File: config.mk
export PLATFORM = sky130hd
export DESIGN_NAME = vpt_alloc_table
export DESIGN_NICKNAME = d
export VERILOG_FILES = /design/src/rtl/vpt_pkg.sv /design/src/rtl/vpt_range_hit.sv /design/src/rtl/vpt_lat_ctr.sv /design/src/rtl/vpt_alloc_table.sv
export SDC_FILE = /design/constraint.sdc
export NUM_CORES = 2
export LEC_CHECK = 0
export BUFFER_PORTS_ARGS = -buffer_cell sky130_fd_sc_hd__buf_2
export CAP_MARGIN = 20
export CORE_ASPECT_RATIO = 1.75
export CORE_MARGIN = 2
export CORE_UTILIZATION = 30
export DETAILED_ROUTE_END_ITERATION = 12
export GPL_ROUTABILITY_DRIVEN = 1
export PLACE_DENSITY = 0.44
export SYNTH_ARGS = -nofsm -noshare
export SYNTH_HDL_FRONTEND = slang
export SYNTH_HIERARCHICAL = 1
export SYNTH_SLANG_ARGS = --single-unit
File: constraint.sdc
create_clock -name clk -period 8.21 [get_ports clk]
set_input_delay 0.821 -clock clk [delete_from_list [all_inputs] [get_ports clk]]
set_output_delay 0.821 -clock clk [all_outputs]
set_load 0.1 [all_outputs]
File: src/rtl/vpt_pkg.sv
package vpt_pkg;

    typedef enum logic [2:0] {
        OP_NONE  = 3'd0,
        OP_ALLOC = 3'd1,
        OP_READ  = 3'd2,
        OP_WRITE = 3'd3,
        OP_FREE  = 3'd4,
        OP_RESV  = 3'd5,
        OP_REL   = 3'd6,
        OP_SPARE = 3'd7
    } vpt_op_e;

    typedef enum logic [1:0] {
        ST_OK      = 2'd0,
        ST_NOROOM  = 2'd1,
        ST_NOMATCH = 2'd2,
        ST_LOCKED  = 2'd3
    } vpt_status_e;

    typedef enum logic [2:0] {
        S_IDLE,
        S_GRANT,
        S_SEARCH,
        S_RAM,
        S_RAMWAIT,
        S_COMPACT,
        S_DELAY,
        S_RESP
    } vpt_state_e;

endpackage

File: src/rtl/vpt_range_hit.sv
module vpt_range_hit #(
    parameter int VP_W   = 16,
    parameter int SIZE_W = 8
) (
    input  logic [VP_W-1:0]   base,
    input  logic [SIZE_W-1:0] dim,
    input  logic [VP_W-1:0]   addr,
    output logic              hit,
    output logic [SIZE_W-1:0] offset
);
    logic [VP_W:0] upper;

    assign upper  = {1'b0, base} + {{(VP_W+1-SIZE_W){1'b0}}, dim};
    assign hit    = (addr >= base) && ({1'b0, addr} < upper);
    assign offset = SIZE_W'(addr - base);
endmodule

File: src/rtl/vpt_lat_ctr.sv
module vpt_lat_ctr #(
    parameter int LAT_W = 4
) (
    input  logic             clk,
    input  logic             rst_n,
    input  logic             load,
    input  logic [LAT_W-1:0] load_val,
    output logic             done
);
    logic [LAT_W-1:0] cnt_q;

    always_ff @(posedge clk or negedge rst_n) begin
        if (!rst_n)               cnt_q <= '0;
        else if (load)            cnt_q <= load_val;
        else if (cnt_q != '0)     cnt_q <= cnt_q - LAT_W'(1);
    end

    assign done = (cnt_q == '0);


    lat_countdown_chk: assert property (@(posedge clk) disable iff (!rst_n)
        (!load && cnt_q != '0) |=> (cnt_q == $past(cnt_q) - LAT_W'(1)));
endmodule

File: src/rtl/vpt_alloc_table.sv
module vpt_alloc_table
    import vpt_pkg::*;
#(
    parameter int              DEPTH  = 16,
    parameter int              VP_W   = 16,
    parameter int              PA_W   = 8,
    parameter int              DATA_W = 32,
    parameter int              SIZE_W = 8,
    parameter int              TYPE_W = 2,
    parameter int              ID_W   = 2,
    parameter int              LAT_W  = 4,
    parameter int              SEL_W  = 4,
    parameter logic [SEL_W-1:0] SEL_ID = 3,
    parameter int              LIMIT  = 64
) (
    input  logic              clk,
    input  logic              rst_n,
    input  logic [LAT_W-1:0]  cfg_lat_alloc,
    input  logic [LAT_W-1:0]  cfg_lat_access,
    input  logic [LAT_W-1:0]  cfg_lat_ctrl,
    input  logic              req_valid,
    input  logic [2:0]        req_op,
    input  logic [SEL_W-1:0]  req_sel,
    input  logic [ID_W-1:0]   req_id,
    input  logic [SIZE_W-1:0] req_size,
    input  logic [TYPE_W-1:0] req_type,
    input  logic [VP_W-1:0]   req_vptr,
    input  logic [DATA_W-1:0] req_wdata,
    output logic              busy,
    output logic              rsp_valid,
    output logic [1:0]        rsp_status,
    output logic [VP_W-1:0]   rsp_vptr,
    output logic [TYPE_W-1:0] rsp_type,
    output logic [DATA_W-1:0] rsp_rdata,
    output logic              phys_req,
    output logic [SIZE_W-1:0] phys_size,
    input  logic              phys_gnt,
    input  logic [PA_W-1:0]   phys_base,
    output logic              ram_en,
    output logic              ram_we,
    output logic [PA_W-1:0]   ram_addr,
    output logic [DATA_W-1:0] ram_wdata,
    input  logic [DATA_W-1:0] ram_rdata
);
    localparam int IDX_W = $clog2(DEPTH);
    localparam int CNT_W = $clog2(DEPTH + 1);
    localparam logic [CNT_W-1:0] FULL_CNT = CNT_W'(DEPTH);
    localparam logic [VP_W:0]    LIMIT_W  = (VP_W+1)'(LIMIT);

    vpt_state_e state_q, state_d;

    vpt_op_e           op_q;
    logic [ID_W-1:0]   id_q;
    logic [SIZE_W-1:0] size_q;
    logic [TYPE_W-1:0] type_q;
    logic [VP_W-1:0]   vptr_q;
    logic [DATA_W-1:0] wdata_q;
    logic [CNT_W-1:0]  idx_q, cnt_q;
    logic [VP_W-1:0]   used_q, next_vp_q;
    vpt_status_e       status_q;
    logic [VP_W-1:0]   rvptr_q;
    logic [DATA_W-1:0] rdata_q;
    logic [TYPE_W-1:0] rtype_q;
    logic [PA_W-1:0]   ram_addr_q;

    logic [VP_W-1:0]   tbl_vp   [DEPTH];
    logic [PA_W-1:0]   tbl_pp   [DEPTH];
    logic [TYPE_W-1:0] tbl_type [DEPTH];
    logic [SIZE_W-1:0] tbl_dim  [DEPTH];
    logic              tbl_res  [DEPTH];
    logic [ID_W-1:0]   tbl_own  [DEPTH];

    vpt_op_e           req_op_e, op_cls;
    logic              sel_ok, op_known, room_ok;
    logic [VP_W:0]     new_total;
    logic [IDX_W-1:0]  cur_i, nxt_i, app_i;
    logic              at_end, last_ent, compact_last, locked;
    logic              e_hit;
    logic [SIZE_W-1:0] e_off;
    logic              lat_load, lat_done;
    logic [LAT_W-1:0]  lat_val;

    assign req_op_e     = vpt_op_e'(req_op);
    assign sel_ok       = (req_sel == SEL_ID);
    assign op_known     = (req_op != 3'd0) && (req_op != 3'd7);
    assign new_total    = {1'b0, used_q} + (VP_W+1)'(req_size);
    assign room_ok      = (cnt_q != FULL_CNT) && (req_size != '0) && (new_total <= LIMIT_W);
    assign cur_i        = idx_q[IDX_W-1:0];
    assign nxt_i        = cur_i + IDX_W'(1);
    assign app_i        = cnt_q[IDX_W-1:0];
    assign at_end       = (idx_q == cnt_q);
    assign last_ent     = (idx_q == cnt_q - CNT_W'(1));
    assign compact_last = (idx_q == cnt_q - CNT_W'(2));
    assign locked       = tbl_res[cur_i] && (tbl_own[cur_i] != id_q);

    vpt_range_hit #(.VP_W(VP_W), .SIZE_W(SIZE_W)) u_hit (
        .base   (tbl_vp[cur_i]),
        .dim    (tbl_dim[cur_i]),
        .addr   (vptr_q),
        .hit    (e_hit),
        .offset (e_off)
    );

    assign op_cls = (state_q == S_IDLE) ? req_op_e : op_q;
    always_comb begin
        unique case (op_cls)
            OP_ALLOC:          lat_val = cfg_lat_alloc;
            OP_READ, OP_WRITE: lat_val = cfg_lat_access;
            default:           lat_val = cfg_lat_ctrl;
        endcase
    end
    assign lat_load = (state_d == S_DELAY) && (state_q != S_DELAY);

    vpt_lat_ctr #(.LAT_W(LAT_W)) u_lat (
        .clk      (clk),
        .rst_n    (rst_n),
        .load     (lat_load),
        .load_val (lat_val),
        .done     (lat_done)
    );

    // state register
    always_ff @(posedge clk or negedge rst_n) begin
        if (!rst_n) state_q <= S_IDLE;
        else        state_q <= state_d;
    end

    // transitions
    always_comb begin
        state_d = state_q;
        unique case (state_q)
            S_IDLE: if (req_valid) begin
                if (!sel_ok || !op_known)  state_d = S_DELAY;
                else if (req_op_e == OP_ALLOC) state_d = room_ok ? S_GRANT : S_DELAY;
                else                       state_d = S_SEARCH;
            end
            S_GRANT:   if (phys_gnt) state_d = S_DELAY;
            S_SEARCH: begin
                if (at_end) state_d = S_DELAY;
                else if (e_hit) begin
                    if (locked) state_d = S_DELAY;
                    else begin
                        unique case (op_q)
                            OP_READ, OP_WRITE: state_d = S_RAM;
                            OP_FREE:           state_d = last_ent ? S_DELAY : S_COMPACT;
                            default:           state_d = S_DELAY;
                        endcase
                    end
                end
            end
            S_RAM:     state_d = (op_q == OP_READ) ? S_RAMWAIT : S_DELAY;
            S_RAMWAIT: state_d = S_DELAY;
            S_COMPACT: if (compact_last) state_d = S_DELAY;
            S_DELAY:   if (lat_done) state_d = S_RESP;
            S_RESP:    state_d = S_IDLE;
            default:   state_d = S_IDLE;
        endcase
    end

    // outputs
    always_comb begin
        busy       = (state_q != S_IDLE);
        rsp_valid  = (state_q == S_RESP);
        rsp_status = status_q;
        rsp_vptr   = rvptr_q;
        rsp_type   = rtype_q;
        rsp_rdata  = rdata_q;
        phys_req   = (state_q == S_GRANT);
        phys_size  = size_q;
        ram_en     = (state_q == S_RAM);
        ram_we     = (state_q == S_RAM) && (op_q == OP_WRITE);
        ram_addr   = ram_addr_q;
        ram_wdata  = wdata_q;
    end

    // table and request datapath
    always_ff @(posedge clk or negedge rst_n) begin
        if (!rst_n) begin
            op_q <= OP_NONE; id_q <= '0; size_q <= '0; type_q <= '0;
            vptr_q <= '0; wdata_q <= '0; idx_q <= '0; cnt_q <= '0;
            used_q <= '0; next_vp_q <= '0; status_q <= ST_OK;
            rvptr_q <= '0; rdata_q <= '0; rtype_q <= '0; ram_addr_q <= '0;
            for (int i = 0; i < DEPTH; i++) begin
                tbl_vp[i] <= '0; tbl_pp[i] <= '0; tbl_type[i] <= '0;
                tbl_dim[i] <= '0; tbl_res[i] <= 1'b0; tbl_own[i] <= '0;
            end
        end else begin
            unique case (state_q)
                S_IDLE: if (req_valid) begin
                    op_q <= req_op_e; id_q <= req_id; size_q <= req_size;
                    type_q <= req_type; vptr_q <= req_vptr; wdata_q <= req_wdata;
                    idx_q <= '0; rvptr_q <= '0; rdata_q <= '0; rtype_q <= '0;
                    if (!sel_ok || !op_known)                  status_q <= ST_NOMATCH;
                    else if (req_op_e == OP_ALLOC && !room_ok) status_q <= ST_NOROOM;
                    else                                       status_q <= ST_OK;
                end
                S_GRANT: if (phys_gnt) begin
                    tbl_vp[app_i]   <= next_vp_q;
                    tbl_pp[app_i]   <= phys_base;
                    tbl_type[app_i] <= type_q;
                    tbl_dim[app_i]  <= size_q;
                    tbl_res[app_i]  <= 1'b0;
                    tbl_own[app_i]  <= '0;
                    cnt_q     <= cnt_q + CNT_W'(1);
                    used_q    <= used_q + VP_W'(size_q);
                    next_vp_q <= next_vp_q + VP_W'(size_q);
                    rvptr_q   <= next_vp_q;
                end
                S_SEARCH: begin
                    if (at_end) status_q <= ST_NOMATCH;
                    else if (e_hit) begin
                        if (locked) status_q <= ST_LOCKED;
                        else begin
                            rvptr_q    <= tbl_vp[cur_i];
                            rtype_q    <= tbl_type[cur_i];
                            ram_addr_q <= tbl_pp[cur_i] + PA_W'(e_off);
                            unique case (op_q)
                                OP_FREE: begin
                                    used_q <= used_q - VP_W'(tbl_dim[cur_i]);
                                    if (last_ent) cnt_q <= cnt_q - CNT_W'(1);
                                end
                                OP_RESV: begin
                                    tbl_res[cur_i] <= 1'b1;
                                    tbl_own[cur_i] <= id_q;
                                end
                                OP_REL:  tbl_res[cur_i] <= 1'b0;
                                default: ;
                            endcase
                        end
                    end else idx_q <= idx_q + CNT_W'(1);
                end
                S_RAMWAIT: rdata_q <= ram_rdata;
                S_COMPACT: begin
                    tbl_vp[cur_i]   <= tbl_vp[nxt_i];
                    tbl_pp[cur_i]   <= tbl_pp[nxt_i];
                    tbl_type[cur_i] <= tbl_type[nxt_i];
                    tbl_dim[cur_i]  <= tbl_dim[nxt_i];
                    tbl_res[cur_i]  <= tbl_res[nxt_i];
                    tbl_own[cur_i]  <= tbl_own[nxt_i];
                    idx_q <= idx_q + CNT_W'(1);
                    if (compact_last) cnt_q <= cnt_q - CNT_W'(1);
                end
                default: ;
            endcase
        end
    end


    count_bound_chk: assert property (@(posedge clk) disable iff (!rst_n)
        cnt_q <= FULL_CNT);


    used_bound_chk: assert property (@(posedge clk) disable iff (!rst_n)
        {1'b0, used_q} <= LIMIT_W);


    gnt_hold_chk: assert property (@(posedge clk) disable iff (!rst_n)
        (phys_req && !phys_gnt) |=> phys_req);


    count_step_chk: assert property (@(posedge clk) disable iff (!rst_n)
        (cnt_q == $past(cnt_q)) || (cnt_q == $past(cnt_q) + CNT_W'(1)) ||
        (cnt_q == $past(cnt_q) - CNT_W'(1)));


    resp_release_chk: assert property (@(posedge clk) disable iff (!rst_n)
        rsp_valid |=> !busy);
endmodule

# Word level (Yosys, flattened, before mapping)
# Index checks and enable logic that the tools add are counted.
[totals]
wordCells = 366
register_bits = 764
[op_classes]
n_addsub = 13
n_lt_le_gt_ge = 8
eq_ne = 38
bitwise = 12
n_reduce_logical = 43
mux = 139
[ops]
columns = ["cell", "count"]
rows = [
  ["128-bit bitwise mux", 4],
  ["256-bit bitwise mux", 2],
  ["128-bit one-hot mux with 2 select lines", 2],
  ["256-bit one-hot mux with 2 select lines", 1],
  ["16-bit two-way mux", 20],
  ["128-bit two-way mux", 2],
  ["256-bit two-way mux", 1],
  ["32-bit two-way mux", 7],
  ["16-bit binary-select mux with 4-bit select", 2],
  ["8-bit binary-select mux with 4-bit select", 4],
  ["32-bit bitwise mux", 4],
  ["16-bit demux with 4-bit select", 2],
  ["32-bit one-hot mux with 2 select lines", 2],
  ["16-bit one-hot mux with 3 select lines", 2],
  ["32-bit one-hot mux with 3 select lines", 1],
  ["8-bit two-way mux", 10],
  ["8-bit demux with 4-bit select", 2],
  ["16-bit one-hot mux with 2 select lines", 2],
  ["5-bit two-way mux", 10],
  ["2-bit two-way mux", 21],
  ["16-bit by 8-bit adder with 17-bit output", 2],
  ["3-bit two-way mux", 11],
  ["16-bit by 8-bit adder with 16-bit output", 2],
  ["16-bit bitwise AND", 2],
  ["57 further kinds", 135],
]

# Logic depth before layout (Yosys ltp)
[depth]
ltp_word = 13
mapped_depth = 31
ltp_nobuf = 23

# By module
# The synthesis kept the hierarchy.
[modules_own_cells]
columns = ["mod", "seq_area_each_um2", "cells_each", "area_per_inst_um2", "instances"]
rows = [
  ["vpt_alloc_table", 19018.2, 4023, 42831.1, 1],
  ["vpt_range_hit", 0.0, 176, 1327.5, 1],
  ["vpt_lat_ctr", 100.1, 23, 232.7, 1],
]

# Worst setup path after synthesis
# No wires, ideal clock.
[synth_timing]
kind = "register to register"
from = "register idx_q[0]"
to = "register u_lat.cnt_q[3]"
stages_incl_launch_ff = 29
path_buffers = 8
setup_slack_ns = 1.372
arrival_ns = 6.712
period_less_slack_ns = 6.838
setup_ns = 0.126
required_time_ns = 8.084
path_cell_list = "dfrtp_1 -> buf_2 -> buf_6 -> buf_4 -> buf_6 -> buf_2 -> buf_2 -> mux4_2 -> mux4_2 -> ha_1 -> fa_1 -> a21o_1 -> a2111oi_0 -> nor2_1 -> nand3_1 -> xnor2_1 -> ha_1 -> a211oi_1 -> o221ai_1 -> a221oi_1 -> o21ai_0 -> a32oi_1 -> clkbuf_1 -> nand2_1 -> o221a_2 -> nor4_1 -> clkbuf_1 -> nor3_1 -> a221o_1"
[synth_via]
elab_chain_len = 13
[synth_lines]
columns = ["item", "line", "rtl"]
rows = [
  ["from (decl)", "vpt_alloc_table.sv:58", "logic [CNT_W-1:0] idx_q, cnt_q;"],
  ["from (signal assigned)", "vpt_alloc_table.sv:230", "end else idx_q <= idx_q + CNT_W'(1);"],
  ["from (signal assigned)", "vpt_alloc_table.sv:240", "idx_q <= idx_q + CNT_W'(1);"],
  ["4-bit inverter with 5-bit output (implied by the code) (*)", "vpt_alloc_table.sv:97, vpt_alloc_table.sv:98", ""],
  ["16-bit binary-select mux with 4-bit select or 8-bit binary-select mux with 4-bit select (tied branches)", "vpt_alloc_table.sv:97, vpt_alloc_table.sv:98", ""],
  ["16-bit two-way mux (implied by the code) or 8-bit two-way mux (tied branches) (2 in a row)", "vpt_alloc_table.sv:97, vpt_alloc_table.sv:98", ""],
  ["16-bit by 8-bit adder with 17-bit output", "vpt_range_hit.sv:13", "assign upper = {1'b0, base} + {{(VP_W+1-SIZE_W){1'b0}}, dim};"],
  ["16-bit by 17-bit less-than comparator with 1-bit output", "vpt_range_hit.sv:14", "assign hit = (addr >= base) && ({1'b0, addr} < upper);"],
  ["1-bit logical AND (*)", "vpt_range_hit.sv:14", ""],
  ["via e_hit", "vpt_alloc_table.sv:78", "logic e_hit;"],
  ["3-bit two-way mux (*)", "vpt_alloc_table.sv:140", "else if (e_hit) begin"],
  ["3-bit two-way mux (*)", "vpt_alloc_table.sv:139", "if (at_end) state_d = S_DELAY;"],
  ["3-bit one-hot mux with 8 select lines (*)", "vpt_alloc_table.sv:131", "unique case (state_q)"],
  ["3-bit equality test (*)", "vpt_alloc_table.sv:112", "assign lat_load = (state_d == S_DELAY) && (state_q != S_DELAY);"],
  ["1-bit logical AND (*)", "vpt_alloc_table.sv:112", ""],
  ["via lat_load", "vpt_alloc_table.sv:80", "logic lat_load, lat_done;"],
  ["4-bit two-way mux or 2-bit nonzero test (tied branches)", "--", ""],
  ["to (signal assigned)", "vpt_lat_ctr.sv:14", "else if (load) cnt_q <= load_val;"],
  ["to (signal assigned)", "vpt_lat_ctr.sv:15", "else if (cnt_q != '0) cnt_q <= cnt_q - LAT_W'(1);"],
  ["to (decl)", "vpt_lat_ctr.sv:10", "logic [LAT_W-1:0] cnt_q;"],
]
# The timed path passes the listed nets; every way through them passes the cells marked *. The select of a mux whose other input is x is not followed.
# A chain may end at the register's enable or synchronous reset.

# Worst setup path after layout
[layout_timing]
from = "register idx_q[1]"
to = "register tbl_own[20] (netlist bit)"
[layout_lines]
columns = ["item", "line", "rtl"]
rows = [
  ["4-bit inverter with 5-bit output (implied by the code) (*)", "vpt_alloc_table.sv:97, vpt_alloc_table.sv:98", ""],
  ["16-bit binary-select mux with 4-bit select or 8-bit binary-select mux with 4-bit select (tied branches)", "vpt_alloc_table.sv:97, vpt_alloc_table.sv:98", ""],
  ["16-bit two-way mux (implied by the code) or 8-bit two-way mux (tied branches) (2 in a row)", "vpt_alloc_table.sv:97, vpt_alloc_table.sv:98", ""],
  ["16-bit by 8-bit adder with 17-bit output", "vpt_range_hit.sv:13", ""],
  ["16-bit by 17-bit less-than comparator with 1-bit output", "vpt_range_hit.sv:14", ""],
  ["1-bit logical AND (*)", "vpt_range_hit.sv:14", ""],
  ["via e_hit", "vpt_alloc_table.sv:78", ""],
  ["2-bit inequality test (no source line) (*)", "--", ""],
  ["6-bit AND reduction (no source line) (*)", "--", ""],
  ["to (signal, indexed assignment)", "vpt_alloc_table.sv:224", "tbl_own[cur_i] <= id_q;"],
  ["to (signal, indexed assignment)", "vpt_alloc_table.sv:239", "tbl_own[cur_i] <= tbl_own[nxt_i];"],
  ["to (decl)", "vpt_alloc_table.sv:71", "logic [ID_W-1:0] tbl_own [DEPTH];"],
]
# Marked as above.

==> metrics.yaml <==
run_status: "finished, final reports clean"
drive_gt1_share_pct: 21.2
clkPwrFrac_pct: 20.7
ir_drop_mv: 0.302
p_leak_nw: 20.3
slowest_stage: "dfrtp_4"
critPathCaptureType: "register"
grt_pass1_wl_um: 295000
setup.worst_path.start: "idx_q[1]"
avgSynthCellArea_um2: 10.5
avgViaCountPerCell: 6.16
crit_fanout: 58
via_count: 38600
netlist_area_um2: 44400
synth_area_leader_cell: "dfrtp_1"
overflow: 0
die_area_um2: 151000
arrival_ps: 8090
relSlewSlack_pct: 21.1
p_int_mw: 9.85
ys_types: 78
ctsHoldBuffers: 0
critPathMaxStageDelay_ps: 870
worst_slew_pin_slew_ps: 1180
wire_per_inst_um: 32.9
dp_hpwl_um: 123000
ys_seq_area_share_pct: 43.1
clk_pin_slew_worst_paths_ps: 70
stdcell_area_um2: 50600
synth_edf_count: 0
ys_warn_count: 6
area_growth_pct: 14.0
tritoncts: "done"
timing.fmax_ghz: 0.132
die_h_um: 513
nFillCells: 14800
antenna_found_initial: 9
ant_nets: 0
core_region_area_um2: 147000
grt_max_degree: 125
min_path_type: "in2async"
track_usage_pct: 27.1
async_flop_share_pct: 100
grt_pass1_vias: 38700
drtIter0Drc: 3770
powerDensity_nw_per_um2: 376
ys_seq_elements: 764
ctsResizeCount: 0
cts.sinks: 764
syn_nets: 4443
combPwrFrac_pct: 51.4
fin_crit_ps: 7560
synth_area_leaders: "dfrtp_1 43%, mux4_2 16%, a22oi_1 9.4%"
path_buf_inv: 2
cap_violations: 0
worstReg2RegStart: "idx_q[1]"
finalPower_mw: 19.0
seqPwrFrac_pct: 27.9
fin_crit_sh_pct: 92.0
hold_viol_final: 0
drc: 0
swShare_pct: 48.3
fin_skew_ps: 31.0
rows: 186
drt_wl_total_um: 207000
drv_slew: 0
postSynthCellCount: 4222
cts_setup_buffers: 0
setup_viol: 0
start_kind: "register"
yosysTopAreaCellShare_pct: 43.1
rsz0062_at_grt: "false"
clock_path_buffers: 3
cts_made_buffers: 78
required_ps: 8750
cts_max_level: 3
dr.pass1.iters: 6
gp_congestion: 0.888
path_class: "reg2reg"
fin_tns_setup_ps: 0
pin_count: 228
switching_power_mw: 9.18
crit_path_cell_trace: "buf_12 -> mux4_2 -> mux4_2 -> fa_1 -> a21o_1 -> a2111oi_0 -> nor2_1 -> nand3_1 -> xnor2_1 -> ha_1 -> a211oi_1 -> o221ai_1 -> a221oi_1 -> o21ai_0 -> a32oi_1 -> buf_4 -> and3_1 -> nand3_1 -> nor2_1 -> a2bb2oi_1 -> o21ai_1"
worstSkewPairLatency_ps: 700
crit_family: "compound AO/OA/AOI/OAI gates"
portBuffers: 227
cts_root_buf: "clkbuf_16"
nNetsFinal: 4455
place_area_um2: 47800
synth_flop_cell: "dfrtp_1"
initial_core_util_pct: 30.2
fp.dieW_um: 295
## Yosys cell counts, types with 28 or more instances
cell type  instances
a21oi_1           80
a22oi_1          553
and2_1            44
buf_2             56
clkbuf_1         312
dfrtp_1          764
ha_1              92
inv_1             67
mux4_2           322
nand2_1          506
nand3_1           75
nor2_1           104
nor2b_1           28
o21ai_0          719
o21ai_1           49
xnor2_1           43
xor2_1            34
## layout make-up
cell class	count	area [µm²]	area share [%]
multi-input cells	2980	23800	47.1
flip-flops and latches	764	19100	37.8
well taps	1974	2470	4.88
clock buffers	108	2270	4.48
repair buffers	343	2170	4.30
clock inverters	35	455	0.900
inverters	67	251	0.497
diodes	3	7.51	0.0148
## sequential cells by signal, indices dropped and copies added (netlist names), 8 cells and up
signal,cells
phys_size,8
next_vp_q,16
tbl_dim,128
tbl_res,16
rsp_rdata,32
vptr_q,16
ram_addr,8
used_q,16
ram_wdata,32
tbl_own,32
tbl_type,32
rsp_vptr,16
tbl_pp,128
tbl_vp,256
## metal layers
layer	GRT usage, %	up-vias	share of wire, %	wire [µm]
li1	-	16000	-	-
met1	31.8	20200	37	75600
met2	46.0	1892	49	102000
met3	4.40	591	6.9	14200
met4	17.1	4	7.3	15000
met5	0	-	0.011	23
## per-stage QoR
stage	setup slack (ps)	hold slack, ps	cells	util (%)
2_1_floorplan	1370	459	4222	-
3_3_place_gp	895	453	6115	32.5
3_5_place_dp	873	457	6119	32.5
4_1_cts	820	166	6262	34.4
5_1_grt	238	206	6272	34.5
6_report	653	136	6274	34.5
## power groups by stage
stage | clock (mW) | sequential [mW] | combinational (mW)
6_report | 3.95 | 5.31 | 9.78
5_1_grt | 4.15 | 5.38 | 10.5
4_1_cts | 4.02 | 5.28 | 9.75
3_5_place_dp | 0 | 5.35 | 9.72
3_3_place_gp | 0 | 5.34 | 9.70
2_1_floorplan | 0 | 6.35 | 5.72
## layout by cell type (no fill, tap or decap), types with 67 or more instances in the layout
cell type / n
dfrtp_1: 760
inv_1: 67
mux4_2: 322
nor2_1: 91
nand2_1: 500
ha_1: 91
a22oi_1: 553
o21ai_1: 71
clkbuf_16: 80
buf_2: 226
o21ai_0: 697
buf_4: 101
## final timing paths
path / end / slack (ps) / cells after the start
worst min register to register: ram_wdata[9] / 470 / 2
min in group clk: vptr_q[9] / 310 / 3
worst min-delay path: tbl_pp[122] / 140 / 1
max in group asynchronous: ram_wdata[9] / 6250 / 3
worst max-delay path: tbl_own[20] / 650 / 21
worst max register to register: tbl_own[20] / 650 / 21
## cell families (layout without fill, tap and decap cells)
family	count (synthesis)	after routing	synth area share (%)
other	0	3	0
AND/OR/NAND/NOR	868	868	8.67
adder cells (fa/ha/maj)	98	98	2.86
multiplexers	375	375	17.6
XOR/XNOR	77	77	1.52
AO/OA/AOI/OAI	1562	1562	21.9
flip-flops	764	764	43.1
buffers and inverters	478	553	4.41
No activity file was read; power rests on OpenSTA's default activity.
